$ cat config.mk
export PLATFORM = sky130hd
export DESIGN_NAME = mdio_cmd_master
export DESIGN_NICKNAME = d
export VERILOG_FILES = /design/src/rtl/mdio_cmd_pkg.sv /design/src/rtl/mdio_clk_gen.sv /design/src/rtl/mdio_frame_fsm.sv /design/src/rtl/mdio_cmd_master.sv
export SDC_FILE = /design/constraint.sdc
export NUM_CORES = 1
export LEC_CHECK = 0
export ABC_AREA = 1
export ABC_CLOCK_PERIOD_IN_PS = 4400
export BUFFER_PORTS_ARGS = -buffer_cell sky130_fd_sc_hd__buf_4
export CORE_ASPECT_RATIO = 1.1
export CORE_MARGIN = 1
export CORE_UTILIZATION = 58
export DETAILED_ROUTE_END_ITERATION = 7
export GPL_ROUTABILITY_DRIVEN = 0
export PLACE_DENSITY = 0.85
export SYNTH_ARGS = -nofsm -noshare
export SYNTH_HDL_FRONTEND = slang
export SYNTH_SLANG_ARGS = --single-unit
$ cat constraint.sdc
create_clock -name clk -period 4.4 [get_ports clk]
set_input_delay 0.88 -clock clk [delete_from_list [all_inputs] [get_ports clk]]
set_output_delay 0.88 -clock clk [all_outputs]
set_load 0.005 [all_outputs]
$ cat src/rtl/mdio_cmd_pkg.sv
package mdio_cmd_pkg;
    localparam int ADDR_W    = 5;
    localparam int DATA_W    = 16;
    localparam int PRE_BITS  = 32;
    localparam int HDR_BITS  = 4 + 2 * ADDR_W;
    localparam int TA_BITS   = 2;
    localparam int FRAME_LEN = PRE_BITS + HDR_BITS + TA_BITS + DATA_W;
    localparam int IDX_W     = $clog2(FRAME_LEN);

    localparam int BIT_BUSY = 31;
    localparam int BIT_EN   = 30;
    localparam int BIT_RD   = 27;
    localparam int PHY_LSB  = 21;
    localparam int REG_LSB  = 16;

    typedef enum logic [2:0] {
        ST_IDLE,
        ST_PRE,
        ST_HDR,
        ST_TA,
        ST_DATA,
        ST_DONE
    } frame_state_t;
endpackage

$ cat src/rtl/mdio_clk_gen.sv
module mdio_clk_gen #(
    parameter int CLK_DIV = 4
) (
    input  logic clk,
    input  logic rst_n,
    input  logic run,
    output logic mdc,
    output logic rise_tick,
    output logic fall_tick
);
    localparam int HALF  = CLK_DIV / 2;
    localparam int CNT_W = (HALF > 1) ? $clog2(HALF) : 1;

    logic [CNT_W-1:0] cnt;
    logic             wrap;

    assign wrap      = (cnt == CNT_W'(HALF - 1));
    assign rise_tick = run && wrap && !mdc;
    assign fall_tick = run && wrap && mdc;

    always_ff @(posedge clk) begin
        if (!rst_n || !run) begin
            cnt <= '0;
            mdc <= 1'b0;
        end else if (wrap) begin
            cnt <= '0;
            mdc <= ~mdc;
        end else begin
            cnt <= cnt + 1'b1;
        end
    end

    AST_TICKS_EXCLUSIVE: assert property (@(posedge clk) disable iff (!rst_n)
        !(rise_tick && fall_tick));
    AST_MDC_RESTS_LOW: assert property (@(posedge clk) disable iff (!rst_n)
        !run |=> !mdc);
endmodule

$ cat src/rtl/mdio_frame_fsm.sv
module mdio_frame_fsm
    import mdio_cmd_pkg::*;
(
    input  logic              clk,
    input  logic              rst_n,
    input  logic              start,
    input  logic              is_read,
    input  logic [ADDR_W-1:0] phy_addr,
    input  logic [ADDR_W-1:0] reg_addr,
    input  logic [DATA_W-1:0] wr_data,
    input  logic              rise_tick,
    input  logic              fall_tick,
    input  logic              mdc,
    input  logic              mdio_i,
    output logic              run,
    output logic              mdio_o,
    output logic              mdio_oe,
    output logic              done,
    output logic [DATA_W-1:0] rd_data
);
    localparam int END_PRE  = PRE_BITS - 1;
    localparam int END_HDR  = END_PRE + HDR_BITS;
    localparam int END_TA   = END_HDR + TA_BITS;
    localparam int END_DATA = FRAME_LEN - 1;

    frame_state_t     state, state_n;
    logic [IDX_W-1:0] idx, idx_n;
    logic [FRAME_LEN-1:0] frame;

    function automatic frame_state_t region(input logic [IDX_W-1:0] i);
        if (int'(i) <= END_PRE)      return ST_PRE;
        else if (int'(i) <= END_HDR) return ST_HDR;
        else if (int'(i) <= END_TA)  return ST_TA;
        else                         return ST_DATA;
    endfunction

    assign frame = {{PRE_BITS{1'b1}}, 2'b01,
                    is_read ? 2'b10 : 2'b01,
                    phy_addr, reg_addr, 2'b10, wr_data};

    // next-state logic
    always_comb begin
        state_n = state;
        idx_n   = idx;
        unique case (state)
            ST_IDLE: begin
                if (start) begin
                    state_n = ST_PRE;
                    idx_n   = '0;
                end
            end
            ST_PRE, ST_HDR, ST_TA, ST_DATA: begin
                if (fall_tick) begin
                    if (int'(idx) == END_DATA) begin
                        state_n = ST_DONE;
                    end else begin
                        idx_n   = idx + 1'b1;
                        state_n = region(idx + 1'b1);
                    end
                end
            end
            ST_DONE: state_n = ST_IDLE;
            default: state_n = ST_IDLE;
        endcase
    end

    // state register and input capture
    always_ff @(posedge clk) begin
        if (!rst_n) begin
            state   <= ST_IDLE;
            idx     <= '0;
            rd_data <= '0;
        end else begin
            state <= state_n;
            idx   <= idx_n;
            if (rise_tick && is_read && state == ST_DATA)
                rd_data <= {rd_data[DATA_W-2:0], mdio_i};
        end
    end

    // outputs
    always_comb begin
        run     = 1'b0;
        done    = 1'b0;
        mdio_oe = 1'b0;
        mdio_o  = 1'b1;
        unique case (state)
            ST_IDLE: ;
            ST_PRE, ST_HDR: begin
                run     = 1'b1;
                mdio_oe = 1'b1;
                mdio_o  = frame[END_DATA - int'(idx)];
            end
            ST_TA, ST_DATA: begin
                run     = 1'b1;
                mdio_oe = !is_read;
                mdio_o  = is_read ? 1'b1 : frame[END_DATA - int'(idx)];
            end
            ST_DONE: done = 1'b1;
            default: ;
        endcase
    end

    AST_HOLD_WHILE_MDC_HIGH: assert property (@(posedge clk) disable iff (!rst_n)
        (mdc && $past(mdc)) |-> ($stable(mdio_o) && $stable(mdio_oe)));
    AST_RELEASE_ON_READ: assert property (@(posedge clk) disable iff (!rst_n)
        (is_read && (state == ST_TA || state == ST_DATA)) |-> !mdio_oe);
    AST_START_ONLY_IDLE: assert property (@(posedge clk) disable iff (!rst_n)
        start |-> state == ST_IDLE);
endmodule

$ cat src/rtl/mdio_cmd_master.sv
module mdio_cmd_master
    import mdio_cmd_pkg::*;
#(
    parameter int CLK_DIV  = 4,
    parameter int NUM_PHYS = 5
) (
    input  logic        clk,
    input  logic        rst_n,
    input  logic        cmd_we,
    input  logic [31:0] cmd_wdata,
    output logic [31:0] cmd_rdata,
    output logic        mdc,
    output logic        mdio_o,
    output logic        mdio_oe,
    input  logic        mdio_i
);
    logic [31:0]       cmd_reg;
    logic              busy, launch, phy_ok, start;
    logic              run, rise_tick, fall_tick, done;
    logic [DATA_W-1:0] rd_data;

    assign busy   = cmd_reg[BIT_BUSY];
    assign launch = cmd_wdata[BIT_BUSY] && cmd_wdata[BIT_EN];
    assign phy_ok = int'(cmd_wdata[PHY_LSB +: ADDR_W]) < NUM_PHYS;
    assign start  = cmd_we && !busy && launch && phy_ok;
    assign cmd_rdata = cmd_reg;

    always_ff @(posedge clk) begin
        if (!rst_n) begin
            cmd_reg <= '0;
        end else if (cmd_we && !busy) begin
            if (start)
                cmd_reg <= cmd_wdata;
            else if (launch && cmd_wdata[BIT_RD])
                cmd_reg <= {1'b0, cmd_wdata[30:16], {DATA_W{1'b1}}};
            else
                cmd_reg <= {1'b0, cmd_wdata[30:0]};
        end else if (done) begin
            cmd_reg[BIT_BUSY] <= 1'b0;
            if (cmd_reg[BIT_RD])
                cmd_reg[DATA_W-1:0] <= rd_data;
        end
    end

    mdio_clk_gen #(.CLK_DIV(CLK_DIV)) i_clk_gen (
        .clk       (clk),
        .rst_n     (rst_n),
        .run       (run),
        .mdc       (mdc),
        .rise_tick (rise_tick),
        .fall_tick (fall_tick)
    );

    mdio_frame_fsm i_frame_fsm (
        .clk       (clk),
        .rst_n     (rst_n),
        .start     (start),
        .is_read   (cmd_reg[BIT_RD]),
        .phy_addr  (cmd_reg[PHY_LSB +: ADDR_W]),
        .reg_addr  (cmd_reg[REG_LSB +: ADDR_W]),
        .wr_data   (cmd_reg[DATA_W-1:0]),
        .rise_tick (rise_tick),
        .fall_tick (fall_tick),
        .mdc       (mdc),
        .mdio_i    (mdio_i),
        .run       (run),
        .mdio_o    (mdio_o),
        .mdio_oe   (mdio_oe),
        .done      (done),
        .rd_data   (rd_data)
    );

    AST_WRITE_WHILE_BUSY: assert property (@(posedge clk) disable iff (!rst_n)
        ($past(busy) && $past(cmd_we) && busy) |-> (cmd_reg == $past(cmd_reg)));
    AST_VALID_PHY_ONLY: assert property (@(posedge clk) disable iff (!rst_n)
        busy |-> int'(cmd_reg[PHY_LSB +: ADDR_W]) < NUM_PHYS);
    AST_MDC_NEEDS_BUSY: assert property (@(posedge clk) disable iff (!rst_n)
        mdc |-> busy);
    AST_BUSY_NEEDS_ENABLE: assert property (@(posedge clk) disable iff (!rst_n)
        busy |-> cmd_reg[BIT_EN]);
endmodule

==> run_results.csv <==
group,metric,value,unit
grt,grt_usage,0.296,
hold_path,hold_class,"register to register",
final_layout,fillers,425,
timing,setup_viol,0,
timing,finalSetupTns,0,ps
floorplan,start_util,0.602,
status,outcome,"finished, violations left",
final_layout,fin_util,0.743,
routing,via_per_inst,5.69,
timing,hold_viol_final,0,
power,powerDensity,392,nW/um2
final_layout,layout-drive-gt1-share,0.263,
synthesis,synth_area_leaders,"dfxtp_1, nor2_1, o21ai_0",
routing,drc_errors,2,
timing,tightestPinTransition,1080,ps
synthesis,synth_edf_count,0,
placed_design,port_buffers,70,
clocking,cts_buffers,9,
critical_path,cp_max_fo,21,
routing,vias,3009,
synthesis,yosysMostFrequentCell,"nor2_1",
timing,min_period,3200,ps
synthesis,syn_inst,411,
routing,drtAntennaViolNets,0,
synthesis,yosysUniqueCellTypes,32,
timing,rsz0062_at_grt,"false",
timing,min_period_over_period,0.728,
critical_path,r2r_end,"i_frame_fsm.rd_data[15]$_SDFFE_PN0P_",
timing,drv_slew,0,
floorplan,io_pins,71,
clocking,clock-sinks,59,
synthesis,ys_top_cells_by_count,"nor2_1, dfxtp_1, nand2_1, o21ai_0, a21oi_1",
hold_path,whs_path_depth,1,
grt,grt_max_degree,39,
critical_path,end_kind,"output port",
routing,drt-pass1-iter-count,7,
clocking,cts-resized-gates,0,
critical_path,cp-start-kind,"register",
grt,use_met3,0.0519,
grt,use_met2,0.487,
clocking,h-tree-depth,3,
grt,grt_overflow,0,
synthesis,ys_ff_latch,59,
power,p_leak,1.54,nW
grt,grt-busiest-layer,"met2",
routing,routedWlPerCell,14.6,um
floorplan,die_area,5480,um2
synthesis,yosysSeqAreaShare,0.393,
final_layout,fin_nets,504,
timing,fmax,0.312,GHz
status,failed_checks,"design-rule violations",
final_layout,areaGrowthSynthToFinish,23.6,%
grt,use_met1,0.381,
timing,skew,9.78,ps
critical_path,crit_required,3520,ps
critical_path,cp.arrival,2320,ps
floorplan,die_x,70.7,um
floorplan,die_y,77.5,um
synthesis,synth_fp_nets,449,
synthesis,synth_warnings,0,
synthesis,synth_top_area_share,0.393,
timing,relSlewSlack,0.277,
power,peakVddDrop,0.252,mV
power,power,0.00146,W
synthesis,synthArstFlopShare,0,
critical_path,critical_path_class,"register to output port",
grt,grt_pass1_vias,2656,
clocking,ctsRootBufferMaster,"clkbuf_8",
synthesis,synthFlopType,"dfxtp_1",
synthesis,synth_top_cell_by_area,"dfxtp_1",
critical_path,crit_start,"i_frame_fsm.idx[0]$_SDFFE_PN0P_",
synthesis,synth_area,3010,um2
critical_path,r2r_start,"i_frame_fsm.state[2]$_SDFFE_PN0P_",
flow_run,cap_viol_max_count,0,
grt,antenna_found_initial,0,
floorplan,core,5000,um2
placed_design,place_area,3460,um2
placed_design,dp_cells,513,
routing,drt_iter0_drc,311,
clocking,hold_buffers,0,
grt,grt_pass1_wl,12600,um
placed_design,dpl.hpwl,5280,um
clocking,path_clk_slew,70,ps
critical_path,r2r_cells,5,
synthesis,syn_area_per_cell,7.32,um2
clocking,worstSkewPairLatency,340,ps
clocking,postCtsSetupBuffers,0,
final_layout,final_area,3720,um2
floorplan,rows,27,
critical_path,cp-endpoint,"mdio_o",
critical_path,rrSetupSlack,2120,ps
final_layout,fin_cells,529,
clocking,clockBufferDepth,2,
final_layout,diodes,0,
routing,drt_wl_total,7710,um
clocking,tritoncts,"yes",
worst max-delay path, stage by stage, from the launching register on:
cell and delay (ps):
dfxtp_1 730, inv_1 370, o21ai_0 290, o22ai_1 90, nand2_1 60, nand3_1 90, nand3_1 110, nand3_1 90
buf_4 150
power by group:
group / total, W / leakage [nW] / internal (W) / switching, W
registers: 0.000597 / 0.482 / 0.000561 / 0.0000357
logic: 0.000215 / 0.929 / 0.0000952 / 0.000120
clock network: 0.000646 / 0.128 / 0.000433 / 0.000213
registers in the layout (all words and copies together), names as in the netlist:
register             flops
cmd_rdata               32
i_frame_fsm.rd_data     16
i_frame_fsm.idx          6
i_frame_fsm.state        3
i_clk_gen.cnt            1
i_clk_gen.mdc            1
worst min-delay path by stage:
stage / end / startpoint / slack [ps]
floorplan: i_frame_fsm.rd_data[15]$_SDFFE_PN0P_ / i_frame_fsm.rd_data[15]$_SDFFE_PN0P_ / 420
global placement: i_frame_fsm.rd_data[15]$_SDFFE_PN0P_ / i_frame_fsm.rd_data[15]$_SDFFE_PN0P_ / 430
detailed placement: i_frame_fsm.rd_data[15]$_SDFFE_PN0P_ / i_frame_fsm.rd_data[15]$_SDFFE_PN0P_ / 440
CTS: i_clk_gen.cnt$_SDFF_PP0_ / i_clk_gen.cnt$_SDFF_PP0_ / 460
global route: i_frame_fsm.rd_data[11]$_SDFFE_PN0P_ / i_frame_fsm.rd_data[11]$_SDFFE_PN0P_ / 480
finish: i_clk_gen.cnt$_SDFF_PP0_ / i_clk_gen.cnt$_SDFF_PP0_ / 460
placed cells by master (no fill, tap or decap), types with 5 or more instances in the layout:
cell,netlist,final
inv_1,33,33
o21ai_0,47,47
o211ai_1,5,5
nand3_1,13,13
o21ai_1,14,14
dfxtp_1,59,59
buf_4,4,70
nand4_1,6,6
nand2_1,47,47
nor2_1,71,71
a21oi_1,42,42
clkbuf_8,0,9
a21oi_2,18,18
metrics by stage:
stage	hold slack (ps)	setup slack [ps]
global route	480	1010
detailed placement	439	1630
floorplan	420	2350
finish	460	1200
CTS	457	1250
global placement	430	1770
area by class of cell:
class	count	area [um2]	area share
Timing Repair Buffer	70	526	0.141
Inverter	36	135	0.0364
Tap cell	58	72.6	0.0195
Clock buffer	11	131	0.0353
Sequential cell	59	1180	0.318
Clock inverter	5	125	0.0337
Multi-Input combinational cell	290	1550	0.416
kinds of logic after synthesis:
family | share of synthesized area
buffers and inverters | 0.0932
AO/OA/AOI/OAI | 0.264
adder cells (fa/ha/maj) | 0.00832
AND/OR/NAND/NOR | 0.242
flip-flops | 0.393
layer usage:
| metal | vias to the layer above | part of all wire |
|---|---|---|
| met5 | - | 0 |
| met4 | 0 | 0.022 |
| met3 | 19 | 0.054 |
| met2 | 95 | 0.51 |
| met1 | 1417 | 0.42 |
| li1 | 1478 | - |
Note: power is estimated with default switching activity, not from simulation.
